[src/rtl/paged_daddr_pkg.sv]
package paged_daddr_pkg;
  localparam int unsigned ADDR_W = 16;
  localparam int unsigned OFS_W  = 7;
  localparam int unsigned PAGE_W = ADDR_W - OFS_W;

  typedef enum logic {
    BASE_PAGE  = 1'b0,
    BASE_STACK = 1'b1
  } base_mode_e;
endpackage

[src/rtl/pdg_rst_sync.sv]
module pdg_rst_sync #(
  parameter int unsigned STAGES = 2
) (
  input  logic clk,
  input  logic rst_n,
  output logic rst_s_n
);
  logic [STAGES-1:0] chain_q;
  logic [STAGES-1:0] chain_d;

  always_comb begin
    chain_d = {chain_q[STAGES-2:0], 1'b1};
  end

  always_ff @(posedge clk or negedge rst_n) begin
    if (!rst_n) chain_q <= '0;
    else        chain_q <= chain_d;
  end

  assign rst_s_n = chain_q[STAGES-1];
endmodule

[src/rtl/pdg_base_regs.sv]
module pdg_base_regs
  import paged_daddr_pkg::*;
#(
  parameter int unsigned PW = PAGE_W
) (
  input  logic          clk,
  input  logic          rst_n,
  input  logic          page_ld,
  input  logic [PW-1:0] page_val,
  input  logic          mode_ld,
  input  logic          mode_val,
  output logic [PW-1:0] page_q,
  output base_mode_e    mode_q
);
  logic [PW-1:0] page_d;
  base_mode_e    mode_d;

  always_comb begin
    page_d = page_q;
    mode_d = mode_q;
    if (page_ld) page_d = page_val;
    if (mode_ld) mode_d = base_mode_e'(mode_val);
  end

  always_ff @(posedge clk or negedge rst_n) begin
    if (!rst_n) begin
      page_q <= '0;
      mode_q <= BASE_PAGE;
    end else begin
      page_q <= page_d;
      mode_q <= mode_d;
    end
  end
endmodule

[src/rtl/pdg_compose.sv]
module pdg_compose
  import paged_daddr_pkg::*;
#(
  parameter int unsigned AW = ADDR_W,
  parameter int unsigned OW = OFS_W,
  parameter bit          HAS_MMR = 1'b1
) (
  input  logic [AW-OW-1:0] page_q,
  input  base_mode_e       mode_q,
  input  logic [AW-1:0]    sp_in,
  input  logic [OW-1:0]    ofs_in,
  input  logic             mmr_sel,
  output logic [AW-1:0]    addr_nxt
);
  localparam int unsigned PW = AW - OW;

  logic [AW-1:0] ofs_ext;
  logic [AW-1:0] paged;
  logic [AW-1:0] stacked;
  logic [AW-1:0] based;

  always_comb begin
    ofs_ext = {{PW{1'b0}}, ofs_in};
    paged   = {page_q, ofs_in};
    stacked = sp_in + ofs_ext;
    based   = (mode_q == BASE_STACK) ? stacked : paged;
  end

  generate
    if (HAS_MMR) begin : g_mmr
      always_comb addr_nxt = mmr_sel ? ofs_ext : based;
    end else begin : g_nommr
      always_comb addr_nxt = based;
    end
  endgenerate
endmodule

[src/rtl/paged_daddr_gen.sv]
module paged_daddr_gen
  import paged_daddr_pkg::*;
(
  input  logic              clk,
  input  logic              rst_n,
  input  logic              page_ld,
  input  logic [PAGE_W-1:0] page_val,
  input  logic              mode_ld,
  input  logic              mode_val,
  input  logic [ADDR_W-1:0] sp_in,
  input  logic [OFS_W-1:0]  ofs_in,
  input  logic              mmr_sel,
  input  logic              req_vld,
  output logic [ADDR_W-1:0] addr_out,
  output logic              addr_vld
);
  logic              rst_s_n;
  logic [PAGE_W-1:0] page_q;
  base_mode_e        mode_q;
  logic [ADDR_W-1:0] addr_nxt;
  logic [ADDR_W-1:0] addr_d;
  logic              vld_d;

  pdg_rst_sync #(.STAGES(2)) u_rst (
    .clk     (clk),
    .rst_n   (rst_n),
    .rst_s_n (rst_s_n)
  );

  pdg_base_regs #(.PW(PAGE_W)) u_regs (
    .clk      (clk),
    .rst_n    (rst_s_n),
    .page_ld  (page_ld),
    .page_val (page_val),
    .mode_ld  (mode_ld),
    .mode_val (mode_val),
    .page_q   (page_q),
    .mode_q   (mode_q)
  );

  pdg_compose #(.AW(ADDR_W), .OW(OFS_W), .HAS_MMR(1'b1)) u_comp (
    .page_q   (page_q),
    .mode_q   (mode_q),
    .sp_in    (sp_in),
    .ofs_in   (ofs_in),
    .mmr_sel  (mmr_sel),
    .addr_nxt (addr_nxt)
  );

  // clock enable on the address register: only a request updates it
  always_comb begin
    addr_d = addr_out;
    if (req_vld) addr_d = addr_nxt;
    vld_d = req_vld;
  end

  always_ff @(posedge clk or negedge rst_s_n) begin
    if (!rst_s_n) begin
      addr_out <= '0;
      addr_vld <= 1'b0;
    end else begin
      addr_out <= addr_d;
      addr_vld <= vld_d;
    end
  end
endmodule

[config.mk]
export PLATFORM = sky130hd
export DESIGN_NAME = paged_daddr_gen
export DESIGN_NICKNAME = d
export VERILOG_FILES = /design/src/rtl/paged_daddr_pkg.sv /design/src/rtl/pdg_rst_sync.sv /design/src/rtl/pdg_base_regs.sv /design/src/rtl/pdg_compose.sv /design/src/rtl/paged_daddr_gen.sv
export SDC_FILE = /design/constraint.sdc
export NUM_CORES = 1
export LEC_CHECK = 0
export BUFFER_PORTS_ARGS = -buffer_cell sky130_fd_sc_hd__buf_2
export CAP_MARGIN = 15
export CORE_MARGIN = 2
export CORE_UTILIZATION = 44
export CTS_CLUSTER_SIZE = 8
export DETAILED_ROUTE_END_ITERATION = 8
export MAX_ROUTING_LAYER = met4
export PLACE_DENSITY = 0.77
export SLEW_MARGIN = 25
export SYNTH_ARGS = -nofsm -noshare
export SYNTH_HDL_FRONTEND = slang
export SYNTH_SLANG_ARGS = --single-unit
[constraint.sdc]
create_clock -name clk -period 0.9 [get_ports clk]
set_input_delay 0 -clock clk [delete_from_list [all_inputs] [get_ports clk]]
set_output_delay 0 -clock clk [all_outputs]
set_load 0.05 [all_outputs]
# Word level (Yosys, flattened, before mapping)
# Cells that the tools add are included.
# word_totals
output_inout_bits,17
regBits,29
wordCells,8
inputBits,39
# classes
mux,2
addsub,1
# op_table
op,n
2-to-1 mux 16 bit,2
adder 16 x 7 -> 16 bit,1

# Logic depth before layout (Yosys ltp)
# Gate-level depths: netlist (run 1).
# logic_depth
ltp_word,3
depth_mapped,7
depth_no_buf,7

# Hierarchy
# A second synthesis (run 1) with hierarchy kept.
# hier_totals
cells_unflattened,163
hier_area_um2,1838.0
# by_module_without_submodules
module,instances,cells_each,seq_area_each_um2,area_each_um2
pdg_compose,1,104,0.0,701.9
paged_daddr_gen,1,35,425.4,674.4
pdg_base_regs,1,21,250.2,407.9
pdg_rst_sync,1,3,50.0,53.8

# Least setup slack after synthesis (run 1)
# No wires, ideal clock.
# synth_path
path_type,input port to flip-flop
from,input sp_in[0]
to,register addr_out[6]
path_buffers,0
arrival_time_ps,1555
t_required_ps,774
setup_ps,126
stages,7
slack_ps,-782
cell_sequence,ha_1 fa_1 a211oi_2 o21bai_1 a21oi_1 mux2i_1 a311o_1
# synth_between
elab_chain_cells,3
# synth_lines
element,line_no,text
from (decl),paged_daddr_gen.sv:10,"input logic [ADDR_W-1:0] sp_in,"
adder 16 x 7 -> 16 bit,pdg_compose.sv:25,stacked = sp_in + ofs_ext;
2-to-1 mux 16 bit,pdg_compose.sv:26,based = (mode_q == BASE_STACK) ? stacked : paged;
2-to-1 mux 16 bit,pdg_compose.sv:31,always_comb addr_nxt = mmr_sel ? ofs_ext : based;
to (signal assigned),paged_daddr_gen.sv:62,addr_out <= addr_d;
to (decl),paged_daddr_gen.sv:14,"output logic [ADDR_W-1:0] addr_out,"
# Every way passes these cells.
# A chain may end at the register's enable or synchronous reset.

# Worst setup path after layout (run 1)
# layout_path
from,input ofs_in[0]
to,register addr_out[6]
# layout_between
elab_chain_cells,3
# layout_lines
element,line_no,text
from (decl),paged_daddr_gen.sv:11,"input logic [OFS_W-1:0] ofs_in,"
adder 16 x 7 -> 16 bit,pdg_compose.sv:25,
2-to-1 mux 16 bit,pdg_compose.sv:26,
2-to-1 mux 16 bit,pdg_compose.sv:31,
# Every way passes these cells.

==> results.md, run 1 <==
- Status: finished, violations left
- Failing checks: negative setup slack
- Syn_area_per_cell: 10.4 um^2
- Lkg Pwr: 0.00121 uW
- Clk_lat worst skew: 320 ps
- Die ar.: 4130 um^2
- Hold Path Stages: 3
- Layout cells sized above 1: 0.477
- Layout net count: 304
- Crit Path Category: primary input to flop
- Largest net degree at the start of global routing: 28
- Fmax: 751 MHz
- Dpl hpwl: 2.78 mm
- Final setup fails: 17
- Drt drc: 0
- TritonRoute pass-1 iters: 4
- Most frequent cells in the layout: buf_2 (35), dfrtp_1 (27), buf_4 (23), buf_6 (20), dlygate4sd3_1 (19)
- Internal power: 2480 uW
- Core Footprint: 3420 um^2
- Unique masters post-synth: 32
- Synth warn: 0
- Starting density of the core: 0.467
- Synthesized cell area: 1600 um^2
- First-pass GRT wire length: 6.69 mm
- Root Driver: clkbuf_4
- 1st-iter DRT viols: 57
- HP Start: sp_in[13]
- Inserted Clock Buffers: 5
- Routed vias: 1550
- Commonest non-fill, non-tap cell in the layout: buf_2
- Fin. Hold Viols: 0
- Critical path cell sequence: buf_8, ha_4, fa_2, a211oi_4, o21bai_1, a21oi_2, mux2i_1, a311o_1
- CTS H-tree depth: 2
- N_diodes: 0
- MaxCap Viol Count: 0
- Worst setup margin: -432 ps
- WL per Instance: 14.1 um
- Placed Cells: 271
- Cells on worst reg2reg path: 4
- Count of input and output buffers: 55
- Min cycle time layout: 1330 ps
- Synth-to-layout area growth: 66.5%
- Clk pwr share: 0.194
- Initial antenna violation count: 0
- Syn Inst Count: 154
- Post-DRT Antenna Nets: 0
- Total GRT Usage: 0.215
- CP startpoint kind: primary input
- R2R setup slack: -250 ps
- FF-to-FF Start: u_regs.mode_q$_DFFE_PN0P_
- Required time of the critical path: 1100 ps
- Number of global-route vias before repair: 1502
- Register Area: 728 um^2
- Top cells by area, synth: dfrtp_1 (45%), mux2_2 (7.8%), ha_1 (5.5%)
- Peak supply drop: 1.13 mV
- PwrDens: 1440 nW/um^2
- Sink Count: 29
- Die Wd: 64.2 um
- Max stage delay on crit path: 380 ps
- Area leader, netlist: dfrtp_1
- Net switching power: 1350 uW
- Sequential area share after synthesis: 0.455
- Die Y: 64.2 um
- Critical path peak fanout: 3
- Area share of the largest cell type after synthesis: 0.455
- Min-delay worst type: primary input to flop
- # IOs: 56
- Critical Path Sink Type: flop
- Clk buf depth: 2
- Post-Route Skew: 8.73 ps
- Worst Hold End: addr_out[13]$_DFFE_PN0P_
- Grt ovf: 0
- Clock Pin Slew Worst Setup and Hold Paths: 90 ps
- Fin crit share: 1.48
- Endpoint of the worst-slack reg-to-reg timing path: addr_out[6]$_DFFE_PN0P_
- WL final: 4.28 mm
- Final GP Congestion: 0.806
- Syn Nets: 201
- Critical Path AT: 1540 ps
- Sequential group share of total power: 0.406
- Sw Ratio: 0.352
- Seq cells post-synth: 29
- Slowest cell on crit path: fa_2
- Vias per cell: 5.10
- Utilization after layout: 0.778
- Non-filler cells, final: 304
- Logic gate share of total power: 0.401
- FP Rows: 21
- Multi-input gate area: 972 um^2
- Fillers: 215
- Unrepaired setup endpoints after global routing: true
- CTS tree: done
- Slew Limit Fails: 0
==> power groups by stage <==
stage	clock network [uW]	registers (uW)	logic, uW
2_1_floorplan	0	1910	421
3_3_place_gp	0	1540	1170
3_5_place_dp	0	1550	1190
4_1_cts	753	1550	1480
5_1_grt	831	1570	1630
6_report	742	1550	1530
==> layout make-up <==
type | count | share of cell area
well taps | 46 | 0.0217
repair buffers | 102 | 0.319
flip-flops and latches | 29 | 0.274
clock buffers | 6 | 0.0155
clock inverters | 2 | 0.00377
multi-input cells | 119 | 0.366
==> timing repair <==
action                                  CTS  global route
hold buffers                             17             2
buffers inserted                          3             3
resized for setup                        59             8
hold endpoints to repair                 16             2
pin swaps                                15             8
endpoints found under the setup margin   33            33
==> worst max-delay path by stage <==
stage                   start                  endpoint  slack, ps
finish              ofs_in[0]   addr_out[6]$_DFFE_PN0P_       -430
global route        ofs_in[0]   addr_out[6]$_DFFE_PN0P_       -520
CTS                  sp_in[0]   addr_out[6]$_DFFE_PN0P_       -380
detailed placement   sp_in[0]  addr_out[12]$_DFFE_PN0P_       -780
global placement    ofs_in[0]   addr_out[8]$_DFFE_PN0P_       -770
floorplan            sp_in[0]   addr_out[6]$_DFFE_PN0P_       -550
==> cell usage after synthesis <==
| library cell | count |
|---|---|
| a211oi_1 | 2 |
| mux2i_1 | 1 |
| nand4_1 | 4 |
| nor2_1 | 4 |
| o21ai_0 | 16 |
| and3_1 | 4 |
| o21bai_1 | 1 |
| nand2_1 | 8 |
| a21o_1 | 1 |
| xnor2_1 | 2 |
| fa_1 | 1 |
| nor3b_2 | 1 |
| a311o_1 | 1 |
| o311ai_0 | 1 |
| mux2_2 | 11 |
| a31oi_1 | 4 |
| clkbuf_1 | 5 |
| o21a_1 | 1 |
| a21o_2 | 1 |
| xor2_1 | 10 |
| o211ai_1 | 2 |
| ha_1 | 7 |
| conb_1 | 1 |
| nand2b_1 | 2 |
| nor3_1 | 1 |
| a211oi_2 | 1 |
| a21oi_1 | 12 |
| nand3_1 | 5 |
| nor2b_1 | 13 |
| clkbuf_2 | 1 |
| dfrtp_1 | 29 |
| nand3b_1 | 1 |
==> per-layer routing <==
metal | up-vias | global-route usage | wire (um)
met5 | - | - | 0
met4 | 0 | 0.0532 | 29
met3 | 5 | 0.0599 | 255
met2 | 63 | 0.350 | 2080
met1 | 724 | 0.265 | 1920
li1 | 758 | - | -
==> critical path: cells and delay by family <==
| kind | cells | cell delay, ps |
|---|---|---|
| AOI/OAI and AO/OA | 4 | 800 |
| adders and majority gates | 2 | 530 |
| buffers and inverters | 1 | 100 |
| muxes | 1 | 90 |
==> sequential cells by signal, indices dropped and copies added (netlist names) <==
name,count
addr_out,16
u_regs.page_q,9
u_rst.chain_q,2
addr_vld,1
u_regs.mode_q,1
==> cell families (layout without fill, tap and decap cells) <==
group                    count (synthesis)  after routing  share of synthesized area
AO/OA/AOI/OAI                           43             43                      0.161
XOR/XNOR                                12             12                     0.0658
adder cells (fa/ha/maj)                  8              8                     0.0674
buffers and inverters                    6            110                     0.0149
flip-flops                              29             29                      0.455
multiplexers                            12             12                     0.0839
other                                    1              1                    0.00235
AND/OR/NAND/NOR                         43             43                      0.150
==> through the flow <==
| step | instance area [um^2] | setup WS [ps] | power (uW) | hold slack (ps) | TNS [ps] |
|---|---|---|---|---|---|
| floorplan | 1640 | -549 | 2330 | -296 | -4960 |
| global route | 2660 | -522 | 4030 | 37.7 | -5900 |
| global placement | 2120 | -770 | 2710 | -214 | -9290 |
| finish | 2660 | -432 | 3830 | 12.2 | -4340 |
| detailed placement | 2120 | -784 | 2730 | -213 | -9560 |
| CTS | 2590 | -383 | 3780 | 2.09 | -4000 |
(Power assumes the default switching activity.)
==> inputs of run 2 (changes only) <==
- ABC_AREA: default -> 1
- CORE_UTILIZATION: 44 -> 46
- TNS_END_PERCENT: default -> 50
==> run 2 against run 1 <==
Against the previous run: the flow still finishes with violations (negative setup slack); worst setup slack better by 210 ps; combinational power down 3%; die area increased by 12%.
==> results.md, run 2 <==
- Die ar.: 4610 um^2
- Required time of the critical path: 1060 ps
- R2R setup slack: -230 ps
- Syn_area_per_cell: 6.96 um^2
- Hold Path Stages: 3
- Layout cells sized above 1: 0.359
- Die Y: 67.9 um
- Critical Path AT: 1290 ps
- Fmax: 888 MHz
- Crit Path Category: flop to flop
- Die Wd: 67.9 um
- TritonRoute pass-1 iters: 4
- Fin crit share: 1.25
- Inserted Clock Buffers: 5
- Number of global-route vias before repair: 1778
- Failing checks: negative setup slack
- Total GRT Usage: 0.230
- Most frequent cells in the layout: nand2_1 (88), inv_1 (39), buf_2 (37), buf_4 (31), dfrtp_1 (29)
- Synthesized cell area: 1880 um^2
- Final worst hold slack: 21.0 ps
- Core Footprint: 3970 um^2
- Final setup fails: 16
- Syn Nets: 317
- Most frequent cell after synthesis: nand2_1
- # IOs: 56
- Critical Path Sink Type: flop
- CTS tree: done
- Critical path peak fanout: 6
- First-pass GRT wire length: 7.69 mm
- Final setup TNS: -2380 ps
- Status: finished, violations left
- Multi-input gate area: 1140 um^2
- Worst Hold End: addr_out[0]$_DFFE_PN0P_
- Sink Count: 29
- Layout net count: 411
- Largest regs: addr_out x16, u_regs.page_q x9, u_rst.chain_q x2
- Register Area: 726 um^2
- Sequential area share after synthesis: 0.386
- Fillers: 286
- MaxCap Viol Count: 0
- FP Rows: 23
- Peak supply drop: 0.773 mV
- Clock Pin Slew Worst Setup and Hold Paths: 60 ps
- Area share of the largest cell type after synthesis: 0.386
- Lkg Pwr: 0.00153 uW
- Synth-to-layout area growth: 53.0%
- Largest net degree at the start of global routing: 28
- CTS H-tree depth: 2
- FF-to-FF Start: u_regs.mode_q$_DFFE_PN0P_
- Drt drc: 0
- Async S/R FF share, synth: 1.00
- Placed Cells: 392
- Initial antenna violation count: 0
- Unrepaired setup endpoints after global routing: true
- Starting density of the core: 0.473
- Min-delay worst type: primary input to flop
- Area leader, netlist: dfrtp_1
- Unique masters post-synth: 26
- Routed vias: 2012
- Slowest cell on crit path: dfrtp_1
- Clk_lat worst skew: 280 ps
- Final GP Congestion: 0.887
- Non-filler cells, final: 415
- Grt ovf: 0
- Largest register FFs: 16
- PwrDens: 1520 nW/um^2
- Critical path cell sequence: inv_4, nor2_8, buf_4, o21ai_0, o21ai_1
- Seq cells post-synth: 29
- Dpl hpwl: 3.52 mm
- Post-Route Skew: 1.81 ps
- Commonest non-fill, non-tap cell in the layout: nand2_1
- Post-DRT Antenna Nets: 0
- CP Buf/Inv Count: 2
- Syn Inst Count: 270
- Root Driver: clkbuf_8
- Dominant synthesized flop cell: dfrtp_1
- Top cells by area, synth: dfrtp_1 (39%), nand2_1 (19%), inv_1 (7.8%)
- Worst setup margin: -226 ps
- Min cycle time layout: 1130 ps
- Biggest register: addr_out
- CP startpoint kind: flop
- Synth cell count leaders: nand2_1 (97), inv_1 (39), dfrtp_1 (29), nand3_1 (26), nor2_1 (20)
- Max stage delay on crit path: 420 ps
- Count of input and output buffers: 55
- Slew Limit Fails: 0
- Cells on worst reg2reg path: 5
- HP Start: ofs_in[0]
- Top Family by Delay on Critical Path: flip-flops
- Synth warn: 0
- N_diodes: 0
- Clk buf depth: 2
- Fin. Hold Viols: 0
- EDFF count, synth: 0
- Endpoint of the worst-slack reg-to-reg timing path: addr_out[1]$_DFFE_PN0P_
- Vias per cell: 4.85
- 1st-iter DRT viols: 85
- WL final: 5.00 mm
- WL per Instance: 12.0 um
-- run 2: changes by cell type in the layout (fill, tap and decap cells not counted), sizes merged, moves of 4 or more --
cell | before | now
nand3 | 5 | 26
xor2 | 10 | 3
buf | 83 | 73
inv | 0 | 42
nor2b | 13 | 0
clkbuf | 6 | 15
mux2 | 11 | 0
and3 | 4 | 0
nand2 | 8 | 97
dlygate4sd3 | 19 | 12
a31oi | 4 | 0
nor2 | 4 | 21
-- run 2: cell families (layout without fill, tap and decap cells) --
| family | Yosys count | in the layout | share of synthesized area |
|---|---|---|---|
| DFF | 29 | 29 | 0.386 |
| buffers and inverters | 48 | 143 | 0.103 |
| xor gates and xnor gates | 3 | 3 | 0.0140 |
| AOI/OAI and AO/OA | 31 | 31 | 0.104 |
| and+or+nand+nor | 150 | 150 | 0.334 |
| adders and majority gates | 8 | 8 | 0.0573 |
| other | 1 | 1 | 0.00200 |
-- run 2: layout make-up --
cell class,instances,share of cell area
repair buffers,93,0.232
clock buffers,7,0.0301
inverters,42,0.0566
multi-input cells,193,0.396
clock inverters,1,0.0105
flip-flops and latches,29,0.253
well taps,50,0.0218
-- run 2: worst reg2reg max path, delay by kind of cell (launching register included) --
family                 cells  cell delay (ps)
and+or+nand+nor            1               50
buffers and inverters      2              240
AOI/OAI and AO/OA          2              300
DFF                        1              420
-- run 2: through the flow --
step | power (uW) | cell area [um^2] | setup slack [ps] | util
6_report | 4380 | 2870 | -226 | 0.723
5_1_grt | 4610 | 2870 | -333 | 0.723
4_1_cts | 4280 | 2760 | -186 | 0.694
3_5_place_dp | 2770 | 2440 | -533 | 0.616
3_3_place_gp | 2750 | 2440 | -509 | 0.616
2_1_floorplan | 2360 | 1970 | -296 | -
-- run 2: report_power, final --
part	total, uW	switching, uW	internal, uW
Combinational	1480	911	569
Sequential	1500	60.9	1430
Clock	1400	499	902
Total	4380	1470	2900
-- run 2: layer usage --
| metal | up-vias | routed length, um | global-route usage |
|---|---|---|---|
| met2 | 56 | 2510 | 0.385 |
| met5 | - | 0 | - |
| met1 | 922 | 2210 | 0.282 |
| li1 | 1028 | - | - |
| met4 | 0 | 59 | 0.0625 |
| met3 | 6 | 225 | 0.0510 |
-- run 2: worst max path at each step --
stage	from	endpoint	slack, ps	depth (start not counted)
detailed placement	ofs_in[0]	addr_out[10]$_DFFE_PN0P_	-530	13
finish	u_regs.mode_q$_DFFE_PN0P_	addr_out[1]$_DFFE_PN0P_	-230	5
floorplan	sp_in[0]	addr_out[12]$_DFFE_PN0P_	-300	11
global placement	ofs_in[0]	addr_out[10]$_DFFE_PN0P_	-510	13
global route	u_regs.mode_q$_DFFE_PN0P_	addr_out[1]$_DFFE_PN0P_	-330	5
CTS	u_regs.mode_q$_DFFE_PN0P_	addr_out[6]$_DFFE_PN0P_	-190	6
-- run 2: repair_timing --
action,in CTS,in global routing
setup endpoints to repair,20,30
setup buffers,2,3
hold buffers,12,0
pin swaps,11,7
endpoints found under the hold margin,12,0
gates resized for setup,20,37
